File: config.mk
export PLATFORM = sky130hd
export DESIGN_NAME = vcvt_bf16_pred
export DESIGN_NICKNAME = d
export VERILOG_FILES = /design/src/rtl/vcvt_bf16_pkg.sv /design/src/rtl/nc_insn_decode.sv /design/src/rtl/nc_lane_cvt.sv /design/src/rtl/nc_lane_pred.sv /design/src/rtl/vcvt_bf16_pred.sv
export SDC_FILE = /design/constraint.sdc
export NUM_CORES = 1
export LEC_CHECK = 0
export ABC_CLOCK_PERIOD_IN_PS = 800
export BUFFER_PORTS_ARGS = -buffer_cell sky130_fd_sc_hd__buf_4
export CORE_MARGIN = 2
export CORE_UTILIZATION = 25
export CTS_CLUSTER_DIAMETER = 150
export DETAILED_ROUTE_END_ITERATION = 16
export HOLD_SLACK_MARGIN = 0.03
export PLACE_DENSITY_LB_ADDON = 0.25
export SYNTH_ARGS = -nofsm -noshare
export SYNTH_HDL_FRONTEND = slang
export SYNTH_HIERARCHICAL = 1
export SYNTH_SLANG_ARGS = --single-unit
File: constraint.sdc
create_clock -name clk -period 0.8 [get_ports clk]
set_input_delay 0.12 -clock clk [delete_from_list [all_inputs] [get_ports clk]]
set_output_delay 0.12 -clock clk [all_outputs]
set_load 0.01 [all_outputs]
File: src/rtl/vcvt_bf16_pkg.sv
package vcvt_bf16_pkg;

  localparam logic [18:0] OPC_MERGE = 19'b0110010110001010101;
  localparam logic [18:0] OPC_ZERO  = 19'b0110010010011010110;

  typedef struct packed {
    logic       undef;
    logic       zero_mode;
    logic [2:0] pg;
    logic [4:0] zn;
    logic [4:0] zd;
  } dec_t;

  // FP32 -> bfloat16, round to nearest even, optional denormal flush
  function automatic logic [15:0] bf16_from_fp32(input logic [31:0] x, input logic ftz);
    logic [7:0]  ex;
    logic        man_nz;
    logic        rnd;
    logic [15:0] r;
    ex     = x[30:23];
    man_nz = |x[22:0];
    rnd    = 1'b0;
    if (ex == 8'hFF && man_nz)
      r = {x[31], 8'hFF, 1'b1, x[21:16]};
    else if (ex == 8'hFF)
      r = {x[31], 8'hFF, 7'h00};
    else if (ex == 8'h00 && (ftz || !man_nz))
      r = {x[31], 15'h0000};
    else begin
      rnd = x[15] & (x[16] | (|x[14:0]));
      r   = x[31:16] + {15'h0000, rnd};
    end
    return r;
  endfunction

endpackage

File: src/rtl/nc_insn_decode.sv
module nc_insn_decode
  import vcvt_bf16_pkg::*;
(
  input  logic [31:0] insn,
  output dec_t        dec
);
  logic hit_merge;
  logic hit_zero;

  assign hit_merge = (insn[31:13] == OPC_MERGE);
  assign hit_zero  = (insn[31:13] == OPC_ZERO);

  always_comb begin
    dec.undef     = !(hit_merge || hit_zero);
    dec.zero_mode = hit_zero;
    dec.pg        = insn[12:10];
    dec.zn        = insn[9:5];
    dec.zd        = insn[4:0];
  end
endmodule

File: src/rtl/nc_lane_cvt.sv
module nc_lane_cvt
  import vcvt_bf16_pkg::*;
(
  input  logic [31:0] fp_in,
  input  logic        flush,
  output logic [15:0] bf_out
);
  assign bf_out = bf16_from_fp32(fp_in, flush);
endmodule

File: src/rtl/nc_lane_pred.sv
module nc_lane_pred (
  input  logic [15:0] cvt,
  input  logic [31:0] old_lane,
  input  logic        act,
  input  logic        zero_mode,
  input  logic        hold,
  output logic [31:0] lane_out
);
  always_comb begin
    if (hold)           lane_out = old_lane;
    else if (act)       lane_out = {16'h0000, cvt};
    else if (zero_mode) lane_out = 32'h0000_0000;
    else                lane_out = old_lane;
  end
endmodule

File: src/rtl/vcvt_bf16_pred.sv
module vcvt_bf16_pred
  import vcvt_bf16_pkg::*;
#(
  parameter int VLEN    = 128,
  parameter bit OUT_REG = 1'b1
) (
  input  logic              clk,
  input  logic              rst_n,
  input  logic              in_valid,
  input  logic [31:0]       insn,
  input  logic [VLEN-1:0]   src_vec,
  input  logic [VLEN-1:0]   old_dst,
  input  logic [VLEN/8-1:0] pred,
  input  logic              flush_den,
  output logic              res_valid,
  output logic [VLEN-1:0]   res_vec,
  output logic              undef,
  output logic [2:0]        pg_idx,
  output logic [4:0]        zn_idx,
  output logic [4:0]        zd_idx
);
  localparam int LANES = VLEN / 32;
  localparam int PW    = VLEN / 8;

  dec_t            dec;
  logic            dec_undef;
  logic [LANES-1:0] lane_act;
  logic [VLEN-1:0] comb_vec;
  logic            unused_pred;

  // observation wires (output-side view)
  logic [LANES-1:0] out_act;
  logic            out_zero;
  logic [VLEN-1:0] out_old;

  nc_insn_decode u_dec (.insn(insn), .dec(dec));
  assign dec_undef = dec.undef;
  assign unused_pred = ^pred;

  for (genvar l = 0; l < LANES; l++) begin : g_lane
    logic [15:0] bf;
    assign lane_act[l] = pred[4*l];
    nc_lane_cvt u_cvt (
      .fp_in (src_vec[32*l +: 32]),
      .flush (flush_den),
      .bf_out(bf)
    );
    nc_lane_pred u_sel (
      .cvt      (bf),
      .old_lane (old_dst[32*l +: 32]),
      .act      (lane_act[l]),
      .zero_mode(dec.zero_mode),
      .hold     (dec.undef),
      .lane_out (comb_vec[32*l +: 32])
    );
  end

  if (OUT_REG) begin : g_reg
    logic [VLEN-1:0]  vec_q;
    logic [VLEN-1:0]  old_q;
    logic [LANES-1:0] act_q;
    logic             zero_q;
    logic             und_q;
    logic             vld_q;
    logic [2:0]       pg_q;
    logic [4:0]       zn_q;
    logic [4:0]       zd_q;

    always_ff @(posedge clk or negedge rst_n) begin
      if (!rst_n) begin
        vec_q  <= '0;
        old_q  <= '0;
        act_q  <= '0;
        zero_q <= 1'b0;
        und_q  <= 1'b0;
        vld_q  <= 1'b0;
        pg_q   <= '0;
        zn_q   <= '0;
        zd_q   <= '0;
      end else begin
        vld_q <= in_valid;
        und_q <= in_valid & dec.undef;
        if (in_valid) begin
          vec_q  <= comb_vec;
          old_q  <= old_dst;
          act_q  <= lane_act;
          zero_q <= dec.zero_mode;
          pg_q   <= dec.pg;
          zn_q   <= dec.zn;
          zd_q   <= dec.zd;
        end
      end
    end

    assign res_valid = vld_q;
    assign res_vec   = vec_q;
    assign undef     = und_q;
    assign pg_idx    = pg_q;
    assign zn_idx    = zn_q;
    assign zd_idx    = zd_q;
    assign out_act   = act_q;
    assign out_zero  = zero_q;
    assign out_old   = old_q;
  end else begin : g_comb
    assign res_valid = in_valid;
    assign res_vec   = comb_vec;
    assign undef     = in_valid & dec.undef;
    assign pg_idx    = dec.pg;
    assign zn_idx    = dec.zn;
    assign zd_idx    = dec.zd;
    assign out_act   = lane_act;
    assign out_zero  = dec.zero_mode;
    assign out_old   = old_dst;
  end

endmodule

==> results.toml <==
[min_path]
hp-start = "old_dst[17]"
hold_path_depth = 3
hold_end = "res_vec[17]"
min-delay-path-class = "in2reg"

[worst_setup_path]
reg2reg_from = "res_vec[22]"
reg2reg_depth = 3
crit_family = "compound AO/OA/AOI/OAI gates"
cp.arrival_ps = 1890
path_buf_inv = 3
endpoint_kind = "flop"
reg2reg_slack_ps = -230
path_class = "in2reg"
crit_fanout = 32
slowest_stage = "and4bb_2"
crit_path_max_incr_delay_ps = 330
cp-start-kind = "input port"
r2r_end = "res_vec[22]"
path_cells = "buf_6 -> and4bb_2 -> nand4_1 -> buf_6 -> a21o_4 -> o21bai_4 -> buf_12 -> a22o_1 -> mux2_2"
crit_required_ps = 1120
crit_path_frequent_cell = "buf_6"

[logic_synthesis]
ys_seq_area_share_pct = 39.15
syn_nets = 1104
avgSynthCellArea_um2 = 11.54
synth-seq-cells = 143
synth_cell_types = 44
synth-main-ff-cell = "dfrtp_1"
synthCells = 792
netlist_area_um2 = 9140
synth_edf_count = 0
synthArstFlopShare_pct = 100.0
synth_warnings = 6

[final_layout]
area_delta_synth_final_pct = 85.69
fin_cells = 1958
fin_util_pct = 46.70
final_common_cell = "buf_4"
layout-drive-gt1-share_pct = 68.28
fin_nets = 1787
final_cell_mix = "buf_4, buf_6, dfrtp_1, mux2_4, a22o_1"

[drt]
num_vias = 9020
drt_wl_total_um = 34000
drt_first_pass_iters = 4
dr.first_iter.drc_count = 265
drc = 0
routedWlPerCell_um = 17.37
drtAntennaViolNets = 0
viasPerCell = 4.607

[pwr]
power.density_nw_per_um2 = 1446
vdd_drop_max_uv = 1410
p_leak_nw = 8.075

[cts]
cts_buffers = 17
hold_buffers = 16
cts.clk_slew.worst_paths_ps = 70
clkLatencyLatePin_ps = 440
cts.sinks = 143
htree_levels = 4
cts_buffer_depth = 2
cts_tree = "built"
cts_root_buf = "clkbuf_16"

[sta]
fin_crit_sh_pct = 195.8
max_clock_freq_mhz = 638.4
layout_setup_ws_ps = -766.3
skew_ps = 0
slew_viol_final = 0
finalHoldViolations = 0
setup_violations = 277
rsz0062_at_grt = "true"
worst_pin_slew_ps = 490.3
slew_headroom_pct = 67.23
period_minus_slack_ps = 1566

[place]
hpwl_um = 24480
port_buffers = 438
dp.cells = 1788
routabilityCongestion = 0.7954

[grt]
antenna_found_initial = 2
gr-usage-all-layers_pct = 17.43
grt_max_degree = 34
grt_pass1_vias = 9241
overflow = 0
grt_pass1_wl_um = 51580

[floorplan]
rows = 70
ios = 451
core_area_um2 = 36350
die_area_um2 = 38110
start_util_pct = 25.15
die_x_um = 195.2
fp.dieH_um = 195.2

[run_status]
violations = "setup timing"
status = "complete, but fails checks"

[run]
drv_cap = 0
metal layers:
metal	vias to the layer above	routed length [um]	track usage, %
li1	4317	-	-
met4	0	631	4.863
met3	25	1732	4.352
met5	-	0	0
met2	298	16410	29.19
met1	4380	15230	22.29
state kept, by name, indices dropped and copies added (netlist names):
| register | count |
|---|---|
| zn_idx | 5 |
| pg_idx | 3 |
| res_valid | 1 |
| undef | 1 |
| zd_idx | 5 |
| res_vec | 128 |
cell families after synthesis:
group / after synthesis / synth area share (%)
AND/OR/NAND/NOR: 265 / 18.00
flip-flops: 143 / 39.15
multiplexers: 141 / 20.62
AO/OA/AOI/OAI: 153 / 13.50
buffers and inverters: 62 / 5.886
adder cells (fa/ha/maj): 4 / 0.5476
XOR/XNOR: 24 / 2.300
worst min-delay path, cell delays in order:
cell    delay (ps)
buf_4           70
and2_1         110
mux2_4         130
power breakdown:
part	internal (mW)	total (mW)	switching (mW)
logic	4.80	7.23	2.43
clock network	5.33	8.81	3.47
registers	7.96	8.51	0.547
total	18.1	24.5	6.45
cell usage after synthesis, types with 9 or more instances:
cell type,count,share of area (%)
dfrtp_1,143,39
mux2_4,79,13
and2_1,69,4.7
a22o_1,64,6.1
mux2_2,62,7.6
nand2_1,56,2.3
o21ai_0,32,1.8
nor4_1,28,1.9
buf_6,26,3.2
a21oi_1,16,0.88
nand3_1,16,0.88
xor2_1,16,1.5
buf_4,14,1.1
nand4_1,13,0.89
and3_2,12,0.99
buf_2,10,0.55
a21o_1,9,0.74
nor2_1,9,0.37
stage by stage:
step / cell area, um^2 / power (mW) / setup slack, ps / setup TNS (ps) / hold WS, ps
2_1_floorplan: 9634 / 10.82 / -887.1 / -103620 / -175.6
3_3_place_gp: 14270 / 14.26 / -1526 / -186590 / 26.25
3_5_place_dp: 14270 / 14.32 / -1486 / -180770 / 25.11
4_1_cts: 16460 / 24.47 / -747.3 / -130350 / -12.42
5_1_grt: 16970 / 25.63 / -791.4 / -137780 / -10.60
6_report: 16970 / 24.54 / -766.3 / -128630 / 20.24
area by class of cell:
class	instances	area (um^2)
timing repair buffer	720	6332
fill	3328	19370
clock inverter	12	182.7
tap	468	585.6
antenna	2	5.005
multi-input combinational	593	5842
sequential	143	3578
clock buffer	20	446.7
what timing repair did:
action | 4_1_cts | 5_1_grt
gates cloned | 6 | 0
pin swaps | 20 | 21
gates resized for setup | 196 | 64
hold endpoints to repair | 274 | 85
setup buffers | 76 | 39
endpoints found under the setup margin | 272 | 277
how the worst max path moves through the flow:
stage           startpoint     endpoint  slack [ps]  cells past startpoint
6_report          insn[27]  res_vec[32]        -770                      9
5_1_grt           insn[27]  res_vec[32]        -790                      9
4_1_cts           insn[28]  res_vec[32]        -750                      9
3_5_place_dp      insn[31]   res_vec[0]       -1490                      7
3_3_place_gp      insn[31]  res_vec[12]       -1530                      7
2_1_floorplan  src_vec[65]  res_vec[67]        -890                      6
(Power assumes the default switching activity.)
